### src/rtl/ilv_pkg.sv
package ilv_pkg;
    typedef enum logic [1:0] {
        PH_READY = 2'd0,
        PH_ON    = 2'd1,
        PH_DEMAG = 2'd2
    } ph_state_t;
endpackage

### src/rtl/ilv_tick_steer.sv
module ilv_tick_steer (
    input  logic       clk,
    input  logic       rst_n,
    input  logic       osc_tick,
    output logic [1:0] tick_ph
);
    logic sel;  // 0: next tick goes to phase 1

    always_ff @(posedge clk or negedge rst_n) begin
        if (!rst_n)        sel <= 1'b0;
        else if (osc_tick) sel <= ~sel;
    end

    assign tick_ph[0] = osc_tick & ~sel;
    assign tick_ph[1] = osc_tick &  sel;

    AST_TICK_ALTERNATES: assert property (@(posedge clk) disable iff (!rst_n)
        osc_tick |=> (sel != $past(sel)));
    AST_TICK_ONE_PHASE: assert property (@(posedge clk) disable iff (!rst_n)
        osc_tick |-> $countones(tick_ph) == 1);
endmodule

### src/rtl/ilv_zcd_edge.sv
module ilv_zcd_edge (
    input  logic clk,
    input  logic rst_n,
    input  logic zcd_bit,
    output logic zfall
);
    logic zcd_d;

    always_ff @(posedge clk or negedge rst_n) begin
        if (!rst_n) zcd_d <= 1'b0;
        else        zcd_d <= zcd_bit;
    end

    assign zfall = zcd_d & ~zcd_bit;
endmodule

### src/rtl/ilv_phase_ctl.sv
module ilv_phase_ctl
    import ilv_pkg::*;
#(
    parameter int TON_W  = 8,
    parameter int WD_CYC = 40000
) (
    input  logic             clk,
    input  logic             rst_n,
    input  logic             tick,
    input  logic             zfall,
    input  logic [TON_W-1:0] ton_val,
    input  logic             stop,
    input  logic             skip,
    output logic             drv,
    output logic             dcm
);
    localparam int WD_W = $clog2(WD_CYC + 1);
    localparam logic [WD_W-1:0] WD_LAST = WD_W'(WD_CYC - 1);

    ph_state_t        state, nxt;
    logic [TON_W-1:0] cnt, ton_q;
    logic [WD_W-1:0]  wd_cnt;
    logic             pend;
    logic             go, demag_done, want, start_rdy, start_crm;

    always_comb begin
        go         = !stop && !skip && (ton_val != '0);
        demag_done = zfall || (wd_cnt == WD_LAST);
        want       = pend || (tick && !skip);
        nxt        = state;
        unique case (state)
            PH_READY: if (tick && go) nxt = PH_ON;
            PH_ON:    if (stop || (cnt == ton_q - 1'b1)) nxt = PH_DEMAG;
            PH_DEMAG: if (demag_done) nxt = (want && go) ? PH_ON : PH_READY;
            default:  nxt = PH_READY;
        endcase
        start_rdy = (state == PH_READY) && (nxt == PH_ON);
        start_crm = (state == PH_DEMAG) && (nxt == PH_ON);
    end

    // state register and its counters
    always_ff @(posedge clk or negedge rst_n) begin
        if (!rst_n) begin
            state  <= PH_READY;
            cnt    <= '0;
            ton_q  <= '0;
            wd_cnt <= '0;
            pend   <= 1'b0;
        end else begin
            state <= nxt;
            if (start_rdy || start_crm) begin
                cnt   <= '0;
                ton_q <= ton_val;
            end else if (state == PH_ON) begin
                cnt <= cnt + 1'b1;
            end
            if (state != PH_DEMAG) wd_cnt <= '0;
            else if (wd_cnt != WD_LAST) wd_cnt <= wd_cnt + 1'b1;
            if (state == PH_READY || nxt == PH_READY || start_crm) pend <= 1'b0;
            else if (tick && !skip) pend <= 1'b1;
        end
    end

    // outputs
    always_ff @(posedge clk or negedge rst_n) begin
        if (!rst_n) begin
            drv <= 1'b0;
            dcm <= 1'b0;
        end else begin
            drv <= (nxt == PH_ON);
            if (start_rdy)      dcm <= 1'b1;
            else if (start_crm) dcm <= 1'b0;
        end
    end

    AST_STOP_FORCES_LOW: assert property (@(posedge clk) disable iff (!rst_n)
        stop |=> !drv);
    AST_SKIP_NO_START: assert property (@(posedge clk) disable iff (!rst_n)
        $rose(drv) |-> !$past(skip));
    AST_ZERO_TON_NO_START: assert property (@(posedge clk) disable iff (!rst_n)
        $rose(drv) |-> ($past(ton_val) != '0));
    AST_START_CAUSE: assert property (@(posedge clk) disable iff (!rst_n)
        $rose(drv) |-> $past(tick || zfall || (wd_cnt == WD_LAST)));
    AST_CNT_BOUND: assert property (@(posedge clk) disable iff (!rst_n)
        (state == PH_ON) |-> (cnt < ton_q));
endmodule

### src/rtl/ilv_drive_seq.sv
module ilv_drive_seq #(
    parameter int TON_W  = 8,
    parameter int WD_CYC = 40000
) (
    input  logic             clk,
    input  logic             rst_n,
    input  logic             osc_tick,
    input  logic [1:0]       zcd,
    input  logic [TON_W-1:0] ton_val,
    input  logic             stop,
    input  logic             skip,
    output logic             drv1,
    output logic             drv2,
    output logic [1:0]       cyc_dcm
);
    logic [1:0] tick_ph, zfall, drv;

    ilv_tick_steer u_steer (
        .clk     (clk),
        .rst_n   (rst_n),
        .osc_tick(osc_tick),
        .tick_ph (tick_ph)
    );

    for (genvar p = 0; p < 2; p++) begin : g_ph
        ilv_zcd_edge u_edge (
            .clk    (clk),
            .rst_n  (rst_n),
            .zcd_bit(zcd[p]),
            .zfall  (zfall[p])
        );
        ilv_phase_ctl #(.TON_W(TON_W), .WD_CYC(WD_CYC)) u_ctl (
            .clk    (clk),
            .rst_n  (rst_n),
            .tick   (tick_ph[p]),
            .zfall  (zfall[p]),
            .ton_val(ton_val),
            .stop   (stop),
            .skip   (skip),
            .drv    (drv[p]),
            .dcm    (cyc_dcm[p])
        );
    end

    assign drv1 = drv[0];
    assign drv2 = drv[1];
endmodule

### config.mk
export PLATFORM = sky130hd
export DESIGN_NAME = ilv_drive_seq
export DESIGN_NICKNAME = d
export VERILOG_FILES = /design/src/rtl/ilv_pkg.sv /design/src/rtl/ilv_tick_steer.sv /design/src/rtl/ilv_zcd_edge.sv /design/src/rtl/ilv_phase_ctl.sv /design/src/rtl/ilv_drive_seq.sv
export SDC_FILE = /design/constraint.sdc
export NUM_CORES = 1
export LEC_CHECK = 0
export ABC_CLOCK_PERIOD_IN_PS = 6000
export BUFFER_PORTS_ARGS = -buffer_cell sky130_fd_sc_hd__buf_2
export CAP_MARGIN = 40
export CORE_MARGIN = 2
export CORE_UTILIZATION = 66
export DETAILED_ROUTE_END_ITERATION = 16
export HOLD_SLACK_MARGIN = 0.12
export PLACE_DENSITY = 0.95
export SYNTH_ARGS = -nofsm -noshare
export SYNTH_HDL_FRONTEND = slang
export SYNTH_SLANG_ARGS = --single-unit
### constraint.sdc
create_clock -name clk -period 6 [get_ports clk]
set_clock_uncertainty 0.2 [all_clocks]
set_input_delay 1.2 -clock clk [delete_from_list [all_inputs] [get_ports clk]]
set_output_delay 1.2 -clock clk [all_outputs]
set_load 0.01 [all_outputs]
**After elaboration in Yosys (flattened, before gate mapping)**

Cells that the tools add are included.

- Output and inout port bits: 4
- Input bits: 15
- Register bits: 77

- Reduce and logical (&&, ||, !) cells: 39
- Mux-type cells: 26
- Eq/ne operators: 14
- Add/sub/neg operators: 6
- Bitwise operators: 7

Operators with widths:

| operator | number |
|---|---|
| $mux W16 | 4 |
| $add A16 B1 Y16 const B | 2 |
| $eq A16 B16 Y1 const B | 2 |
| $mux W8 | 4 |
| $ne A16 B16 Y1 const B | 2 |
| $add A8 B1 Y8 const B | 2 |
| $eq A8 B8 Y1 | 2 |
| $reduce_bool A2 Y1 | 8 |
| $sub A8 B1 Y8 const B | 2 |
| $logic_and A1 B1 Y1 | 12 |
| $logic_or A1 B1 Y1 | 12 |
| $mux W2 | 6 |
| $pmux W2 S3 | 2 |
| $mux W1 | 10 |
| $eq A2 B1 Y1 const B | 4 |
| $logic_not A2 Y1 | 4 |
| $reduce_bool A8 Y1 | 1 |
| $and A1 B1 Y1 | 4 |
| $eq A2 B2 Y1 const B | 2 |
| $ne A2 B2 Y1 const B | 2 |
| $not A1 Y1 | 3 |
| $logic_not A1 Y1 | 2 |

**Logic depth before layout (Yosys ltp)**

- Word-level depth: 12
- Gate-level depth with buffers: 9
- Gate-level depth less buffers: 8

**Cells and area by module**

A second synthesis with hierarchy kept.

- Cells, all modules: 412
- Area, all modules: 4186.5 µm²

Modules (own cells, without submodules):

| module | cells each | area an instance (µm²) | times used |
|---|---|---|---|
| ilv_phase_ctl | 202 | 2029.4 | 2 |
| ilv_zcd_edge | 2 | 38.8 | 2 |
| ilv_tick_steer | 4 | 50.0 | 1 |

**Worst setup path before layout**

Ideal clock, no wire load.

- Kind: in2reg
- Start: input port ton_val[5]
- End: register g_ph[0].u_ctl.ton_q[2]
- Data arrival time: 2.566 ns
- Slack: 3.109 ns
- Library setup time: 0.125 ns
- Path buffers: 0
- Stages on the path: 6
- Cells stage by stage: nor4_1 -> a211oi_2 -> nand2_2 -> nor4_4 -> a31oi_2 -> mux2_2

- Longest elaborated chain between the ends: 9
- Elaborated cells on any way between the ends: 12

RTL lines:

| what | line | RTL |
|---|---|---|
| from (decl) | ilv_drive_seq.sv:9 | `input logic [TON_W-1:0] ton_val,` |
| $reduce_bool A8 Y1 * | ilv_phase_ctl.sv:27 | `go = !stop && !skip && (ton_val != '0);` |
| $logic_and A1 B1 Y1 * | ilv_phase_ctl.sv:27 |  |
| $logic_and A1 B1 Y1 | ilv_phase_ctl.sv:34 | `PH_DEMAG: if (demag_done) nxt = (want && go) ? PH_ON : PH_READY;` |
| $mux W1 | ilv_phase_ctl.sv:34 |  |
| $mux W2 | ilv_phase_ctl.sv:34 |  |
| $pmux W2 S3 * | ilv_phase_ctl.sv:31 | `unique case (state)` |
| $eq A2 B1 Y1 * | ilv_phase_ctl.sv:37, ilv_phase_ctl.sv:38 |  |
| $logic_and A1 B1 Y1 (on tied branches) | ilv_phase_ctl.sv:37, ilv_phase_ctl.sv:38 |  |
| $logic_or A1 B1 Y1 * | ilv_phase_ctl.sv:51 | `if (start_rdy \|\| start_crm) begin` |
| to (signal assigned) | ilv_phase_ctl.sv:53 | `ton_q <= ton_val;` |
| to (decl) | ilv_phase_ctl.sv:21 | `logic [TON_W-1:0] cnt, ton_q;` |

Every way passes the cells marked *; elsewhere a longest branch is shown, timed or not.
A chain may end at the register's enable or synchronous reset.

**Worst setup path after layout**

- Start: input port ton_val[0]
- End: register g_ph[0].u_ctl.ton_q[1]

Same word-level chain as after synthesis.

==> summary.txt <==
CP endpoint kind = flip-flop
die extent in y = 82.50 um
Clk pin slew, worst setup/hold paths = 0.08 ns
TritonRoute pass-1 iters = 4
Critical-path top delay cell = a211oi_2
syn nets = 423
minimum clock period = 2.946 ns
critical-path maximum fanout = 12
post-CTS setup buffers = 0
Die W = 82.50 um
number of fill cells = 374
Residual DRC = 0
DIE AREA = 6805 um2
Setup CP Type = in2reg
Final Util = 75.17%
hold crit path type = reg2reg
P_sw = 626.4 uW
CTS Hold Bufs = 0
ys async rst share = 100.0%
Sw Ratio = 35.19%
largest net degree at the start of global routing = 41
vias in the first global route = 3,049
Starting DRT DRC Count = 204
metal2 WL = 4371 um
most frequent cells in the layout = dfrtp_1, nor2_1, xor2_1
Clk pwr share = 24.9%
Critical Path AT = 2.99 ns
startpoint types = input port
critical path data required time = 6.05 ns
Post-synth EDFFs = 0
clk root buf = clkbuf_8
initial antenna violation count = 0
RSZ-0062 raised after global routing = false
Slew headroom = 58.70%
Top Metal Used = met4
Overall Global Routing Usage = 27.32%
slew of the pin with the lowest slew margin = 0.6195 ns
synthesized instance count = 402
status = complete, no violations
Hold Vio Cnt, Final = 0
share of cells above drive strength 1 = 14.75%
clock buffer count from CTS = 9
Critical Path, Cell by Cell = buf_2 -> nor4_1 -> a211oi_2 -> nand2_2 -> nor4_4 -> a31o_2 -> mux2_2
wire length of the first global-routing pass = 13,730 um
Max clock buf depth = 2
total routed wirelength = 8511 um
core area = 5921 um2
Layout area overhead = 9.446%
ant diodes = 0
metal3 WL = 397 um
Netlist cell types = 51
final hold slack = 0.3102 ns
crit path buf inv count = 1
register area share after synthesis = 47.38%
Max VDD drop = 0.0002352 V
most common cell after layout, fill and taps aside = dfrtp_1
endpoints failing setup = 0
# Max-Cap Violations = 0
Max Clock Freq = 339.4 MHz
post_cts resized = 0
combinational power share = 30.3%
count of input and output buffers = 18
setup TNS = 0 ns
Post-Synthesis Cell Area = 4066 um2
register share of total power = 44.8%
max-slew violations = 0
Synth Area per Inst = 10.12 um2
Yosys Warn Count = 0
Overflow after GRT = 0
routability congestion estimate from global placement = 0.8259
hpwl dp = 5917 um
Initial Utilization = 68.68%
CP peak stage delay = 0.51 ns
DRT met1 WL = 3573 um
Post-DRT Antenna Nets = 0
P_int = 1153 uW
flops & latches, synth = 77
Top delay family on crit path = compound AO/OA/AOI/OAI gates
H-Tree Depth = 3
Final #Nets = 443
Synth area leader = dfrtp_1
drt via density = 6.183
final period utilization = 49.11%
synth top area cells = dfrtp_1, xor2_1, nor2_1
Sink Count = 77
later-pin clock latency in the skew report = 0.36 ns
CTS tree = yes
# rows = 28
Avg WL per Cell = 16.95 um
Final Power = 1780 uW
routed vias = 3,104
I/O Pins = 19
area share of the largest cell type after synthesis = 47.38%
ys flop type = dfrtp_1
Pwr Density = 399.9 nW/um2
Leak = 0.001921 uW
## kinds of logic (layout without fill, tap and decap cells)
kind of cell / after synthesis / after routing / synth area share (%)
DFF: 77 / 77 / 47.38
AOI/OAI and AO/OA: 46 / 46 / 8.553
xor gates and xnor gates: 59 / 59 / 12.71
and+or+nand+nor: 171 / 171 / 21.69
buffers and inverters: 24 / 49 / 2.461
muxes: 18 / 18 / 5.108
adders and majority gates: 7 / 7 / 2.092
## power by group through the flow
stage / sequential, uW / clock (uW) / combinational [uW]
2_1_floorplan: 750 / 0 / 447
3_3_place_gp: 793 / 0 / 493
3_5_place_dp: 801 / 0 / 531
4_1_cts: 792 / 449 / 542
5_1_grt: 814 / 475 / 598
6_report: 797 / 443 / 539
## final timing paths
check / start / to / slack [ns] / depth (start not counted)
worst max register to register: g_ph[1].u_ctl.wd_cnt[0] / g_ph[1].u_ctl.ton_q[2] / 3.54 / 7
worst min-delay path: g_ph[0].u_ctl.dcm / g_ph[0].u_ctl.dcm / 0.31 / 1
worst min register to register: g_ph[0].u_ctl.dcm / g_ph[0].u_ctl.dcm / 0.31 / 1
max in group asynchronous: rst_n / g_ph[0].u_ctl.wd_cnt[4] / 4.40 / 2
worst max-delay path: ton_val[0] / g_ph[0].u_ctl.ton_q[1] / 3.05 / 7
min in group asynchronous: rst_n / g_ph[1].u_ctl.wd_cnt[7] / 0.61 / 1
## through the flow
stage	instance area, um2	setup WS [ns]	instances
after floorplan	4066	3.109	402
after global placement	4205	2.801	485
after detailed placement	4225	2.688	486
after CTS	4451	3.083	502
after global routing	4451	2.933	502
final	4451	3.054	502
## cell type report
class	count	area, um2	share of cell area, %
flip-flops and latches	77	1927	43.29
clock inverters	5	83.83	1.884
well taps	75	93.84	2.109
multi-input cells	301	2039	45.83
inverters	14	52.55	1.181
repair buffers	19	112.6	2.530
clock buffers	11	141.4	3.177
## registers in the layout, indices dropped and copies added, names as in the netlist, 2 cells and up
name and count:
g_ph.u_ctl.cnt 16, g_ph.u_ctl.dcm 2, g_ph.u_ctl.drv 2, g_ph.u_ctl.pend 2
g_ph.u_ctl.state 4, g_ph.u_ctl.ton_q 16, g_ph.u_ctl.wd_cnt 32, g_ph.u_edge.zcd_d 2
## cell usage after synthesis (all sizes together) (2+ instances only)
library cell	number
nor3b	6
ha	6
o22ai	2
nor4	11
buf	4
dfrtp	77
and3	8
or3	2
a31o	4
nand2b	3
nor3	7
nor4bb	2
nor2b	5
nor4b	2
a31oi	8
nor2	65
inv	14
mux2	16
and4	2
xor2	33
mux2i	2
nand3	17
o211ai	2
a21oi	7
clkbuf	6
xnor2	26
nand2	26
o21ai	7
nand4	11
a21o	6
a211oi	3
## per-layer routing
| layer | GRT usage, % | up-vias |
|---|---|---|
| met3 | 6.739 | 21 |
| met1 | 32.24 | 1551 |
| met2 | 47.74 | 89 |
| met4 | 11.15 | 0 |
| met5 | 0 | - |
| li1 | - | 1443 |
Note: power is estimated with default switching activity, not from simulation.
